`src/rtl/ptw_pkg.sv`:
```
package ptw_pkg;
    localparam int VA_W    = 39;
    localparam int PA_W    = 56;
    localparam int PPN_W   = 44;
    localparam int OFF_W   = 12;
    localparam int VPN_W   = 9;
    localparam int LEVELS  = 3;
    localparam int PTE_W   = 64;
    localparam int PTE_SH  = 3;
    localparam int LVL_W   = 2;
    localparam int CAUSE_W = 4;
    localparam int VPNS_W  = LEVELS * VPN_W;

    typedef enum logic [1:0] {
        ACC_READ  = 2'd0,
        ACC_WRITE = 2'd1,
        ACC_FETCH = 2'd2,
        ACC_RMW   = 2'd3
    } acc_e;

    localparam logic [1:0] PRV_USER = 2'd0;

    typedef enum logic [2:0] {
        WE_NONE   = 3'd0,
        WE_MEM    = 3'd1,
        WE_BADPTE = 3'd2,
        WE_PERM   = 3'd3,
        WE_ALIGN  = 3'd4,
        WE_UPDATE = 3'd5
    } werr_e;

    typedef enum logic [1:0] {
        ST_IDLE  = 2'd0,
        ST_ISSUE = 2'd1,
        ST_WAIT  = 2'd2
    } wstate_e;

    typedef struct packed {
        logic [9:0]       rsvd;
        logic [PPN_W-1:0] ppn;
        logic [1:0]       rsw;
        logic             d;
        logic             a;
        logic             g;
        logic             u;
        logic             x;
        logic             w;
        logic             r;
        logic             v;
    } pte_t;

    localparam logic [CAUSE_W-1:0] CS_FETCH_ACC = 4'd1;
    localparam logic [CAUSE_W-1:0] CS_LOAD_ACC  = 4'd5;
    localparam logic [CAUSE_W-1:0] CS_STAMO_ACC = 4'd7;
    localparam logic [CAUSE_W-1:0] CS_FETCH_PG  = 4'd12;
    localparam logic [CAUSE_W-1:0] CS_LOAD_PG   = 4'd13;
    localparam logic [CAUSE_W-1:0] CS_STAMO_PG  = 4'd15;
endpackage

```
`src/rtl/ptw_addr_gen.sv`:
```
module ptw_addr_gen
    import ptw_pkg::*;
(
    input  logic [PA_W-1:0]  base,
    input  logic [VA_W-1:0]  vaddr,
    input  logic [LVL_W-1:0] level,
    output logic [PA_W-1:0]  pte_addr
);
    logic [VPN_W-1:0] slice [LEVELS];
    logic [VPN_W-1:0] sel;

    generate
        for (genvar l = 0; l < LEVELS; l++) begin : g_slice
            assign slice[l] = vaddr[OFF_W + l*VPN_W +: VPN_W];
        end
    endgenerate

    always_comb begin
        sel = '0;
        for (int i = 0; i < LEVELS; i++) begin
            if (level == LVL_W'(i)) sel = slice[i];
        end
    end

    assign pte_addr = base + PA_W'({sel, {PTE_SH{1'b0}}});
endmodule

```
`src/rtl/ptw_pte_eval.sv`:
```
module ptw_pte_eval
    import ptw_pkg::*;
(
    input  pte_t              pte,
    input  acc_e              acc,
    input  logic [1:0]        priv,
    input  logic              mxr,
    input  logic              sum,
    input  logic [LVL_W-1:0]  level,
    input  logic [VPNS_W-1:0] vpn,
    output logic              is_ptr,
    output werr_e             werr,
    output logic [PPN_W-1:0]  leaf_ppn
);
    logic [PPN_W-1:0] low_mask [LEVELS];
    logic [PPN_W-1:0] sel_mask;
    logic [PPN_W-1:0] vpn_ext;
    logic invalid, kind_ok, priv_ok, need_ad, is_store;
    logic unused_pte;

    generate
        for (genvar l = 0; l < LEVELS; l++) begin : g_mask
            localparam logic [PPN_W-1:0] M = (PPN_W'(1) << (l*VPN_W)) - PPN_W'(1);
            assign low_mask[l] = M;
        end
    endgenerate

    always_comb begin
        sel_mask = '0;
        for (int i = 0; i < LEVELS; i++) begin
            if (level == LVL_W'(i)) sel_mask = low_mask[i];
        end
    end

    assign unused_pte = ^{pte.rsvd, pte.rsw, pte.g};
    assign vpn_ext    = PPN_W'(vpn);
    assign invalid    = !pte.v || (pte.w && !pte.r);
    assign is_ptr     = !invalid && !pte.r && !pte.w && !pte.x;
    assign is_store   = (acc == ACC_WRITE) || (acc == ACC_RMW);

    always_comb begin
        unique case (acc)
            ACC_READ:  kind_ok = pte.r || (mxr && pte.x);
            ACC_WRITE: kind_ok = pte.w;
            ACC_FETCH: kind_ok = pte.x;
            default:   kind_ok = pte.r && pte.w;
        endcase
    end

    assign priv_ok  = (priv == PRV_USER) ? pte.u
                                         : (!pte.u || (sum && acc != ACC_FETCH));
    assign need_ad  = !pte.a || (is_store && !pte.d);
    assign leaf_ppn = (pte.ppn & ~sel_mask) | (vpn_ext & sel_mask);

    always_comb begin
        if (invalid)                          werr = WE_BADPTE;
        else if (is_ptr)                      werr = (level == '0) ? WE_BADPTE : WE_NONE;
        else if (!(kind_ok && priv_ok))       werr = WE_PERM;
        else if ((pte.ppn & sel_mask) != '0)  werr = WE_ALIGN;
        else if (need_ad)                     werr = WE_UPDATE;
        else                                  werr = WE_NONE;
    end
endmodule

```
`src/rtl/ptw_fault_map.sv`:
```
module ptw_fault_map
    import ptw_pkg::*;
(
    input  acc_e                acc,
    input  werr_e               werr,
    output logic [CAUSE_W-1:0]  cause
);
    always_comb begin
        if (werr == WE_NONE) begin
            cause = '0;
        end else if (werr == WE_MEM) begin
            unique case (acc)
                ACC_READ:  cause = CS_LOAD_ACC;
                ACC_FETCH: cause = CS_FETCH_ACC;
                default:   cause = CS_STAMO_ACC;
            endcase
        end else begin
            unique case (acc)
                ACC_READ:  cause = CS_LOAD_PG;
                ACC_FETCH: cause = CS_FETCH_PG;
                default:   cause = CS_STAMO_PG;
            endcase
        end
    end
endmodule

```
`src/rtl/ptw_sv39_walker.sv`:
```
module ptw_sv39_walker
    import ptw_pkg::*;
(
    input  logic               clk,
    input  logic               rst,
    input  logic               req_valid,
    output logic               req_ready,
    input  logic [VA_W-1:0]    req_vaddr,
    input  logic [1:0]         req_access,
    input  logic [1:0]         req_priv,
    input  logic               req_mxr,
    input  logic               req_sum,
    input  logic               req_global,
    input  logic [PA_W-1:0]    req_root_base,
    output logic               mem_req_valid,
    output logic [PA_W-1:0]    mem_req_addr,
    input  logic               mem_rsp_valid,
    input  logic               mem_rsp_err,
    input  logic [PTE_W-1:0]   mem_rsp_data,
    output logic               done,
    output logic               done_ok,
    output logic [PA_W-1:0]    done_paddr,
    output logic               done_global,
    output logic [2:0]         done_err,
    output logic [CAUSE_W-1:0] done_cause
);
    wstate_e          st;
    logic [LVL_W-1:0] lvl;
    logic [PA_W-1:0]  base;
    logic [VA_W-1:0]  va_q;
    acc_e             acc_q;
    logic [1:0]       priv_q;
    logic             mxr_q, sum_q, g_acc;

    pte_t                pte;
    logic                ev_ptr;
    werr_e               ev_err, werr_now;
    logic [PPN_W-1:0]    leaf_ppn;
    logic [CAUSE_W-1:0]  cause_now;

    assign pte = pte_t'(mem_rsp_data);

    ptw_addr_gen u_addr (
        .base     (base),
        .vaddr    (va_q),
        .level    (lvl),
        .pte_addr (mem_req_addr)
    );

    ptw_pte_eval u_eval (
        .pte      (pte),
        .acc      (acc_q),
        .priv     (priv_q),
        .mxr      (mxr_q),
        .sum      (sum_q),
        .level    (lvl),
        .vpn      (va_q[VA_W-1:OFF_W]),
        .is_ptr   (ev_ptr),
        .werr     (ev_err),
        .leaf_ppn (leaf_ppn)
    );

    assign werr_now = mem_rsp_err ? WE_MEM : ev_err;

    ptw_fault_map u_fault (
        .acc   (acc_q),
        .werr  (werr_now),
        .cause (cause_now)
    );

    assign req_ready     = (st == ST_IDLE);
    assign mem_req_valid = (st == ST_ISSUE);

    always_ff @(posedge clk) begin
        if (rst) begin
            st          <= ST_IDLE;
            lvl         <= '0;
            base        <= '0;
            va_q        <= '0;
            acc_q       <= ACC_READ;
            priv_q      <= '0;
            mxr_q       <= 1'b0;
            sum_q       <= 1'b0;
            g_acc       <= 1'b0;
            done        <= 1'b0;
            done_ok     <= 1'b0;
            done_paddr  <= '0;
            done_global <= 1'b0;
            done_err    <= '0;
            done_cause  <= '0;
        end else begin
            done <= 1'b0;
            unique case (st)
                ST_IDLE: begin
                    if (req_valid) begin
                        va_q   <= req_vaddr;
                        acc_q  <= acc_e'(req_access);
                        priv_q <= req_priv;
                        mxr_q  <= req_mxr;
                        sum_q  <= req_sum;
                        g_acc  <= req_global;
                        base   <= req_root_base;
                        lvl    <= LVL_W'(LEVELS-1);
                        st     <= ST_ISSUE;
                    end
                end
                ST_ISSUE: st <= ST_WAIT;
                ST_WAIT: begin
                    if (mem_rsp_valid) begin
                        if (!mem_rsp_err && ev_err == WE_NONE && ev_ptr) begin
                            base  <= PA_W'({pte.ppn, {OFF_W{1'b0}}});
                            lvl   <= lvl - LVL_W'(1);
                            g_acc <= g_acc | pte.g;
                            st    <= ST_ISSUE;
                        end else begin
                            done        <= 1'b1;
                            done_ok     <= (werr_now == WE_NONE);
                            done_err    <= werr_now;
                            done_cause  <= cause_now;
                            done_global <= g_acc | (!mem_rsp_err & pte.g);
                            done_paddr  <= (werr_now == WE_NONE)
                                           ? PA_W'({leaf_ppn, va_q[OFF_W-1:0]}) : '0;
                            st          <= ST_IDLE;
                        end
                    end
                end
                default: st <= ST_IDLE;
            endcase
        end
    end

    p_accept_r11: assert property (@(posedge clk) disable iff (rst)
        req_valid && req_ready |=> mem_req_valid && !req_ready);
    p_req_pulse_r1: assert property (@(posedge clk) disable iff (rst)
        mem_req_valid |=> !mem_req_valid);
    p_done_pulse_r11: assert property (@(posedge clk) disable iff (rst)
        done |=> !done);
    p_ok_clean_r10: assert property (@(posedge clk) disable iff (rst)
        done && done_ok |-> done_err == 3'd0 && done_cause == '0);
    p_mem_access_r10: assert property (@(posedge clk) disable iff (rst)
        done && done_err == WE_MEM |->
            done_cause == CS_LOAD_ACC || done_cause == CS_STAMO_ACC || done_cause == CS_FETCH_ACC);
    p_rmw_no_load_r10: assert property (@(posedge clk) disable iff (rst)
        done && acc_q == ACC_RMW |-> done_cause != CS_LOAD_ACC && done_cause != CS_LOAD_PG);
endmodule

```
`config.mk`:
```
export PLATFORM = sky130hd
export DESIGN_NAME = ptw_sv39_walker
export DESIGN_NICKNAME = d
export VERILOG_FILES = /design/src/rtl/ptw_pkg.sv /design/src/rtl/ptw_addr_gen.sv /design/src/rtl/ptw_pte_eval.sv /design/src/rtl/ptw_fault_map.sv /design/src/rtl/ptw_sv39_walker.sv
export SDC_FILE = /design/constraint.sdc
export NUM_CORES = 1
export LEC_CHECK = 0
export BUFFER_PORTS_ARGS = -buffer_cell sky130_fd_sc_hd__buf_2
export CAP_MARGIN = 25
export CORE_AREA = 2 2 150 152
export CTS_BUF_LIST = sky130_fd_sc_hd__clkbuf_8
export CTS_CLUSTER_DIAMETER = 80
export DETAILED_ROUTE_END_ITERATION = 7
export DIE_AREA = 0 0 152 154
export HOLD_SLACK_MARGIN = 0.06
export MAX_ROUTING_LAYER = met4
export SYNTH_ARGS = -nofsm -noshare
export SYNTH_HDL_FRONTEND = slang
export SYNTH_SLANG_ARGS = --single-unit
```
`constraint.sdc`:
```
create_clock -name clk -period 7.25 [get_ports clk]
set_input_delay 1.0875 -clock clk [delete_from_list [all_inputs] [get_ports clk]]
set_output_delay 1.0875 -clock clk [all_outputs]
set_load 0.03 [all_outputs]
```
==> impl_metrics.env, run 1 <==
export IMPL_drcViolationCount=0
export IMPL_r2r_end="done_paddr[41]"
export IMPL_grt_remaining_overflow=0
export IMPL_cts_hold_buffers=0
export IMPL_grtUsageTotal_pct=22.15
export IMPL_critPathMaxFanout=18
export IMPL_reg2reg_from="lvl[0]"
export IMPL_setup_viol=0
export IMPL_tns_ps=0
export IMPL_yosys_register_bits=172
export IMPL_p_int_w=0.001402
export IMPL_vias_per_cell=5.146
export IMPL_crit_type="reg -> out"
export IMPL_start_kind="flip-flop"
export IMPL_end_kind="output pin"
export IMPL_wire_per_inst_um=17.28
export IMPL_die_area_sq_um=23410
export IMPL_ant_nets=0
export IMPL_drive_gt1_share_pct=29.89
export IMPL_power_density_nw_per_um2=208.2
export IMPL_vias=7596
export IMPL_synth_edf_count=0
export IMPL_synth_warnings=0
export IMPL_clk_path_buf_depth=2
export IMPL_synth_ff_type="dfxtp_1"
export IMPL_r2r_slack_ps=4610
export IMPL_syn_num_nets=1118
export IMPL_cts_setup_buffers=0
export IMPL_root_buffer="clkbuf_8"
export IMPL_arrival_ps=4460
export IMPL_grt_pass1_vias=7331
export IMPL_p_leak_nw=4.518
export IMPL_finClkSkew_ps=17.93
export IMPL_cts_tree="yes"
export IMPL_drv_slew=0
export IMPL_yosysSeqAreaShare_pct=41.94
export IMPL_hpwl_um=18850
export IMPL_drv_cap=0
export IMPL_yosysMostFrequentCell="dfxtp_1"
export IMPL_max_slew_worst_pin_slew_ps=1078
export IMPL_initial_core_util_pct=37.85
export IMPL_syn_inst=934
export IMPL_period_share_pct=76.58
export IMPL_grt_max_degree=91
export IMPL_design_area_sq_um=10130
export IMPL_core_sq_um=21690
export IMPL_synthTopCellsByArea="dfxtp_1 (42%), mux2i_1 (7.8%), nand2_1 (6.9%), a22o_1 (5.3%), nor2_1 (4.0%)"
export IMPL_layout_nets=1362
export IMPL_synth_area_per_cell_sq_um=8.789
export IMPL_rows=54
export IMPL_timing_final_crit_period_ps=5552
export IMPL_max_slew_margin_pct=28.01
export IMPL_hold_viol=0
export IMPL_area_growth_pct=23.40
export IMPL_total_switching_power_w=0.0007072
export IMPL_clkLatencyLatePin_ps=460
export IMPL_sw_frac_of_total_pct=33.53
export IMPL_first_pass_iters=5
export IMPL_p_comb_share_pct=18.7
export IMPL_yosysUniqueCellTypes=60
export IMPL_clk_pin_slew_ps=100
export IMPL_syn_area_sq_um=8209
export IMPL_fmax_ghz=0.1801
export IMPL_r2r_cells=7
export IMPL_ys_top_cells_by_count="dfxtp_1 (172), nand2_1 (151), nor2_1 (88)"
export IMPL_ios=295
export IMPL_cts_sinks=172
export IMPL_hold_class="reg -> reg"
export IMPL_finalWeightedCongestion=0.8970
export IMPL_yosys_area_top_type="dfxtp_1"
export IMPL_p_clk_share_pct=32.1
export IMPL_drtIter0Drc=460
export IMPL_grt_pass1_wl_um=40170
export IMPL_port_buffers=282
export IMPL_pwr_share_seq_pct=49.2
export IMPL_post_cts_resized=0
export IMPL_antenna_found_initial=5
export IMPL_ir_drop_uv=105.6
export IMPL_yosys_area_top_type_share_pct=41.94
export IMPL_cts_htree_levels=4
export IMPL_rsz0062_at_grt="no"
export IMPL_cts_buffers=17
export IMPL_status="complete, no violations"
export IMPL_placed_cell_area_sq_um=9696
export IMPL_crit_start="lvl[1]"
export IMPL_critPathCapture="mem_req_addr[32]"
export IMPL_die_width_um=152
export IMPL_wl_um=25510
export IMPL_worstPathRequired_ps=6160
export IMPL_async_flop_share_pct=0
export IMPL_dieHeight_um=154
==> worst max-delay path: stages, from the launching register on <==
cell	delay, ps
dfxtp_1	340
inv_1	80
ha_1	550
nor2_1	130
a21oi_1	130
o21ai_0	190
ha_1	490
and3_1	200
o2111ai_1	230
a211oi_2	970
and4_1	310
xor2_1	150
buf_2	220
==> area by class of cell <==
type / instances / area (sq um)
clock buffer: 18 / 247.7
multi-input combinational: 685 / 4394
inverter: 13 / 48.80
sequential: 172 / 3443
clock inverter: 14 / 146.4
tap: 280 / 350.3
fill: 2201 / 11560
antenna: 5 / 12.51
timing repair buffer: 289 / 1486
==> metal layers <==
metal	vias up	global-route usage, %	routed length (um)
met1	3502	28.29	11470
met2	258	35.50	12130
li1	3802	-	-
met4	0	6.809	482
met5	-	-	0
met3	34	4.425	1418
==> registers in the layout, summed over array words and instances (netlist names), 2 cells and up <==
| register | cells |
|---|---|
| base | 56 |
| done_paddr | 56 |
| va_q | 39 |
| done_cause | 4 |
| done_err | 3 |
| acc_q | 2 |
| lvl | 2 |
| priv_q | 2 |
| st | 2 |
==> how the worst min path moves through the flow <==
stage                   startpoint              to  cells after the start
floorplan                    mxr_q           mxr_q                      2
global placement           done_ok         done_ok                      2
detailed placement         done_ok         done_ok                      2
CTS                        done_ok         done_ok                      2
global route        done_paddr[26]  done_paddr[26]                      2
finish                     done_ok         done_ok                      2
==> cell families after synthesis <==
kind of cell             count (synthesis)  synth area share (%)
XOR/XNOR                                48                 5.121
adder cells (fa/ha/maj)                 13                 2.073
flip-flops                             172                 41.94
AND/OR/NAND/NOR                        337                 18.75
buffers and inverters                   77                 4.755
multiplexers                            64                 7.804
AO/OA/AOI/OAI                          223                 19.55
==> placed cells by master, fill, tap and decap left out, types with 5 or more instances in the layout <==
cell type,count
xnor2_1,24
nand3_1,21
xor2_1,24
a211oi_1,31
and3_1,16
o21ai_1,5
a31oi_1,5
a22o_1,50
a21oi_1,63
nand2b_1,5
dfxtp_1,172
nand2_1,151
a211oi_2,17
buf_2,281
ha_1,12
inv_1,12
diode_2,5
mux2i_1,64
nand4_1,9
buf_4,7
nor2_1,87
inv_6,5
nor3_1,12
clkbuf_8,18
and4_1,8
o21ai_0,29
==> power by group through the flow <==
stage / logic (W) / registers (W) / clock network, W
3_3_place_gp: 0.000390 / 0.00106 / 0
4_1_cts: 0.000396 / 0.00104 / 0.000698
5_1_grt: 0.000432 / 0.00105 / 0.000740
3_5_place_dp: 0.000394 / 0.00106 / 0
6_report: 0.000394 / 0.00104 / 0.000677
2_1_floorplan: 0.000266 / 0.00105 / 0
==> per-stage QoR <==
step | total power [W] | instances | utilization [%] | worst slack (ps) | hold WS (ps)
after global routing | 0.002218 | 1476 | 46.71 | 1300 | 472.6
final | 0.002109 | 1476 | 46.71 | 1698 | 443.7
after global placement | 0.001449 | 1438 | 44.70 | 2320 | 429.6
after detailed placement | 0.001454 | 1438 | 44.70 | 2256 | 429.4
after floorplan | 0.001313 | 934 | - | 2555 | 433.2
after CTS | 0.002132 | 1470 | 46.52 | 1744 | 444.5
No activity file was read; power rests on OpenSTA's default activity.
==> inputs of run 2 (changes only) <==
--- a/config.mk
+++ b/config.mk
@@ -14,6 +14,7 @@
 export DIE_AREA = 0 0 152 154
 export HOLD_SLACK_MARGIN = 0.06
 export MAX_ROUTING_LAYER = met4
+export PLACE_DENSITY = 0.66
 export SYNTH_ARGS = -nofsm -noshare
 export SYNTH_HDL_FRONTEND = slang
 export SYNTH_SLANG_ARGS = --single-unit
==> constraint.sdc (replaced) <==
create_clock -name clk -period 4.8 [get_ports clk]
set_input_delay 0.72 -clock clk [delete_from_list [all_inputs] [get_ports clk]]
set_output_delay 0.72 -clock clk [all_outputs]
set_load 0.03 [all_outputs]
==> impl_metrics.env, run 2 (same netlist as run 1, synthesis figures left out) <==
export IMPL_status="complete, no violations"
export IMPL_place_ws_ps=519.8
export IMPL_cts_htree_levels=4
export IMPL_cts_tree="yes"
export IMPL_critPathMaxFanout=7
export IMPL_initial_core_util_pct=37.85
export IMPL_vias_per_cell=5.174
export IMPL_rows=54
export IMPL_finClkSkew_ps=14.48
export IMPL_rsz0062_at_grt="yes"
export IMPL_cts_hold_buffers=0
export IMPL_finalWorstSetupSlack_ps=213.1
export IMPL_crit_type="reg -> out"
export IMPL_total_power_w=0.003227
export IMPL_grt_max_degree=65
export IMPL_port_buffers=282
export IMPL_hpwl_um=19080
export IMPL_design_area_sq_um=10180
export IMPL_cts_sinks=172
export IMPL_wire_per_inst_um=17.30
export IMPL_power_density_nw_per_um2=316.8
export IMPL_grt_remaining_overflow=0
export IMPL_ios=295
export IMPL_placed_cell_area_sq_um=9726
export IMPL_drcViolationCount=0
export IMPL_core_sq_um=21690
export IMPL_drv_cap=0
export IMPL_wl_um=25630
export IMPL_clk_path_buf_depth=2
export IMPL_setup_viol=0
export IMPL_grtUsageTotal_pct=21.84
export IMPL_first_pass_iters=5
export IMPL_reg_top3="base: 56 flops, done_paddr: 56 flops, va_q: 39 flops"
export IMPL_crit_slowest_cell="o21ai_0"
export IMPL_grt_pass1_wl_um=39510
export IMPL_max_slew_margin_pct=35.99
export IMPL_clkLatencyLatePin_ps=460
export IMPL_end_kind="output pin"
export IMPL_crit_chain="inv_1 -> ha_2 -> buf_4 -> nand2_1 -> nor2_1 -> a21oi_1 -> o21ai_0 -> ha_1 -> a21o_1 -> o32a_1 -> o21ai_4 -> or4_4 -> nor2_1 -> xor2_1 -> clkbuf_4"
export IMPL_fin_cells=1481
export IMPL_cts_buffers=17
export IMPL_max_slew_worst_pin_slew_ps=957.9
export IMPL_holdWs_ps=448.8
export IMPL_dp_cells=1442
export IMPL_drtIter0Drc=476
export IMPL_layout_nets=1366
export IMPL_hold_viol=0
export IMPL_vias=7663
export IMPL_worstPathRequired_ps=4080
export IMPL_mostFrequentLayoutCell="buf_2"
export IMPL_period_share_pct=95.56
export IMPL_finalWeightedCongestion=0.9179
export IMPL_critPathBufInv=3
export IMPL_r2r_slack_ps=1610
export IMPL_most_common_layout_cells="buf_2 (280), dfxtp_1 (172), nand2_1 (151)"
export IMPL_fmax_ghz=0.2180
export IMPL_root_buffer="clkbuf_8"
export IMPL_timing_final_crit_period_ps=4587
export IMPL_p_leak_nw=4.554
export IMPL_ant_nets=0
export IMPL_num_fill_cells=2179
export IMPL_die_area_sq_um=23410
export IMPL_die_width_um=152
export IMPL_antenna_found_initial=6
export IMPL_start_kind="flip-flop"
export IMPL_cp_top_family="compound AO/OA/AOI/OAI gates"
export IMPL_crit_path_frequent_cell="nor2_1"
export IMPL_hold_class="reg -> reg"
export IMPL_ir_drop_uv=198.3
export IMPL_grt_pass1_vias=7177
export IMPL_slowest_delay_ps=470
export IMPL_arrival_ps=3870
export IMPL_area_growth_pct=24.07
export IMPL_drive_gt1_share_pct=30.46
export IMPL_drv_slew=0
export IMPL_clk_pin_slew_ps=100
export IMPL_dieHeight_um=154
[run 2: changes by cell type in the layout (fill, tap and decap cells not counted), sizes merged]
cell      delta
clkinvlp     +1
bufinv       +2
inv          +1
clkinv       -3
diode        +1
buf          +3
[run 2: through the flow]
step / utilization [%] / setup TNS, ps
global placement: 44.84 / 0
floorplan: - / 0
CTS: 46.68 / 0
finish: 46.96 / 0
detailed placement: 44.84 / 0
global route: 46.96 / -47.53
[run 2: where the power goes]
group | switching [W] | internal, W | total (W) | leakage (nW)
combinational | 0.000379 | 0.000219 | 0.000598 | 2.94
clock | 0.000586 | 0.000474 | 0.00106 | 0.208
sequential | 0.0000715 | 0.00150 | 0.00157 | 1.41
total | 0.00104 | 0.00219 | 0.00323 | 4.55
[run 2: worst paths after layout]
check / to / startpoint / cells past startpoint
worst min-delay path: done_ok / done_ok / 2
worst max register to register: base[13] / lvl[0] / 10
worst max-delay path: mem_req_addr[27] / lvl[1] / 15
worst min register to register: done_ok / done_ok / 2
[run 2: worst register-to-register path, cell delays in order, from the launching register on]
cell and delay, ps:
dfxtp_1 430, inv_1 100, ha_2 220, buf_4 180, nor4_4 310, nand2_2 160, nor3_4 250, or2_4 670
buf_4 490, nor2_1 80, a211oi_1 210
[run 2: layout make-up]
| type | count | area, sq um | area share [%] |
|---|---|---|---|
| diodes | 6 | 15.01 | 0.1474 |
| clock buffers | 17 | 234.0 | 2.297 |
| clock inverters | 15 | 160.2 | 1.572 |
| inverters | 13 | 48.80 | 0.4791 |
| multi-input cells | 685 | 4434 | 43.54 |
| flip-flops and latches | 172 | 3443 | 33.81 |
| well taps | 280 | 350.3 | 3.440 |
| repair buffers | 293 | 1499 | 14.72 |
[run 2: timing repair]
item | 4_1_cts | 5_1_grt
setup buffers | 0 | 1
gates resized for setup | 2 | 10
pin swaps | 0 | 1
setup endpoints to repair | 4 | 10
[run 2: layer usage]
metal | up-vias | share of wire, % | GRT usage [%]
met5 | - | 0 | -
li1 | 3798 | - | -
met3 | 19 | 5.2 | 4.397
met4 | 0 | 1.4 | 6.008
met2 | 231 | 49 | 36.16
met1 | 3615 | 45 | 27.19
==> inputs of run 3 (changes only) <==
==> constraint.sdc (replaced) <==
create_clock -name clk -period 4.8 [get_ports clk]
set_input_delay 0.72 -clock clk [delete_from_list [all_inputs] [get_ports clk]]
set_output_delay 0.72 -clock clk [all_outputs]
set_load 0.01 [all_outputs]
==> impl_metrics.env, run 3 (same netlist as run 1, synthesis figures left out) <==
export IMPL_clk_pin_slew_ps=90
export IMPL_setup_viol=0
export IMPL_drv_slew=0
export IMPL_critPathMaxFanout=21
export IMPL_vias=7568
export IMPL_max_slew_worst_pin_slew_ps=904.0
export IMPL_wire_per_inst_um=17.18
export IMPL_clk_path_buf_depth=2
export IMPL_core_sq_um=21690
export IMPL_drtIter0Drc=426
export IMPL_die_area_sq_um=23410
export IMPL_cts_tree="yes"
export IMPL_die_width_um=152
export IMPL_total_switching_power_w=0.0009302
export IMPL_reg2reg_from="lvl[0]"
export IMPL_reg_top3="base: 56 flops, done_paddr: 56 flops, va_q: 39 flops"
export IMPL_cts_sinks=172
export IMPL_grt_remaining_overflow=0
export IMPL_r2r_slack_ps=1740
export IMPL_initial_core_util_pct=37.85
export IMPL_drv_cap=0
export IMPL_drive_gt1_share_pct=30.38
export IMPL_cts_hold_buffers=0
export IMPL_rsz0062_at_grt="yes"
export IMPL_arrival_ps=3850
export IMPL_p_comb_share_pct=17.1
export IMPL_grt_pass1_wl_um=39250
export IMPL_p_leak_nw=4.534
export IMPL_antenna_found_initial=5
export IMPL_vias_per_cell=5.110
export IMPL_timing_final_crit_period_ps=4572
export IMPL_hpwl_um=19040
export IMPL_r2r_end="base[48]"
export IMPL_port_buffers=282
export IMPL_p_int_w=0.002089
export IMPL_layout_nets=1366
export IMPL_min_to="done_ok"
export IMPL_hold_viol=0
export IMPL_wl_um=25440
export IMPL_place_ws_ps=393.0
export IMPL_ios=295
export IMPL_grt_max_degree=64
export IMPL_crit_type="reg -> out"
export IMPL_cts_buffers=17
export IMPL_min_from="done_ok"
export IMPL_min_path_cells=2
export IMPL_ir_drop_uv=149.4
export IMPL_rows=54
export IMPL_status="complete, no violations"
export IMPL_fmax_ghz=0.2187
export IMPL_clkLatencyLatePin_ps=460
export IMPL_drcViolationCount=0
export IMPL_hold_class="reg -> reg"
export IMPL_dieHeight_um=154
export IMPL_worstPathRequired_ps=4080
export IMPL_root_buffer="clkbuf_8"
export IMPL_cts_htree_levels=4
export IMPL_grtUsageTotal_pct=21.77
export IMPL_end_kind="output pin"
export IMPL_mostFrequentLayoutCell="buf_2"
export IMPL_finalWorstSetupSlack_ps=227.7
export IMPL_sw_frac_of_total_pct=30.81
export IMPL_ant_nets=0
export IMPL_p_clk_share_pct=30.9
export IMPL_start_kind="flip-flop"
export IMPL_area_growth_pct=23.73
export IMPL_period_share_pct=95.26
export IMPL_finalWeightedCongestion=0.8994
export IMPL_num_fill_cells=2170
export IMPL_first_pass_iters=5
export IMPL_power_density_nw_per_um2=297.3
export IMPL_grt_pass1_vias=7163
export IMPL_most_common_layout_cells="buf_2 (281), dfxtp_1 (172), nand2_1 (151)"
export IMPL_tns_ps=0
export IMPL_max_slew_margin_pct=39.73
export IMPL_pwr_share_seq_pct=52.0
export IMPL_finClkSkew_ps=13.14
export IMPL_r2r_cells=9
run 3: cell type report:
type | instances | area, sq um | area share (%)
multi-input combinational | 685 | 4447 | 43.78
sequential | 172 | 3443 | 33.90
timing repair buffer | 293 | 1509 | 14.86
tap | 280 | 350.3 | 3.449
clock buffer | 18 | 247.7 | 2.439
clock inverter | 14 | 96.34 | 0.9485
inverter | 13 | 48.80 | 0.4804
antenna | 6 | 15.01 | 0.1478
run 3: worst max-delay path by stage:
| stage | end | slack, ps | from |
|---|---|---|---|
| final | mem_req_addr[29] | 230 | lvl[0] |
| after global routing | mem_req_addr[31] | -60 | lvl[0] |
| after CTS | mem_req_addr[31] | 0.4 | lvl[0] |
| after detailed placement | mem_req_addr[30] | 390 | lvl[0] |
| after global placement | mem_req_addr[30] | 430 | lvl[0] |
| after floorplan | mem_req_addr[31] | 740 | lvl[0] |
run 3: repair_timing:
action / CTS / global route
gates resized for setup: 3 / 8
setup buffers: 0 / 3
pin swaps: 0 / 2
endpoints found under the hold margin: 0 / 0
setup endpoints to repair: 16 / 36
run 3: per-stage QoR:
| stage | cells | total power [W] | utilization (%) | cell area [sq um] | hold slack (ps) |
|---|---|---|---|---|---|
| 3_5_place_dp | 1440 | 0.002117 | 44.77 | 9711 | 440.7 |
| 3_3_place_gp | 1440 | 0.002108 | 44.77 | 9711 | 429.2 |
| 5_1_grt | 1480 | 0.003180 | 46.82 | 10150 | 436.6 |
| 6_report | 1481 | 0.003019 | 46.83 | 10160 | 453.3 |
| 2_1_floorplan | 934 | 0.001905 | - | 8209 | 433.2 |
| 4_1_cts | 1472 | 0.003055 | 46.42 | 10070 | 433.5 |
run 3: power groups by stage:
stage	Combinational (W)	Sequential [W]	Clock [W]
6_report	0.000516	0.00157	0.000934
5_1_grt	0.000571	0.00158	0.00103
4_1_cts	0.000516	0.00157	0.000970
3_5_place_dp	0.000514	0.00160	0
3_3_place_gp	0.000507	0.00160	0
2_1_floorplan	0.000326	0.00158	0
run 3: layer usage:
layer | wire (um) | GRT usage [%] | vias to the layer above
li1 | - | - | 3806
met1 | 11480 | 27.06 | 3521
met2 | 12260 | 35.61 | 216
met3 | 1215 | 4.651 | 25
met4 | 490 | 6.631 | 0
met5 | 0 | - | -
run 3: worst max-delay path, stage by stage, from the launching register on:
cell and delay, ps:
dfxtp_1 370, inv_1 150, ha_2 440, nand2_1 90
o21ai_1 120, ha_2 230, inv_1 50, fa_1 400
nor2b_1 160, o31a_1 260, o21ai_2 180, or4_4 490
nor2_1 130, xor2_1 160, buf_2 150
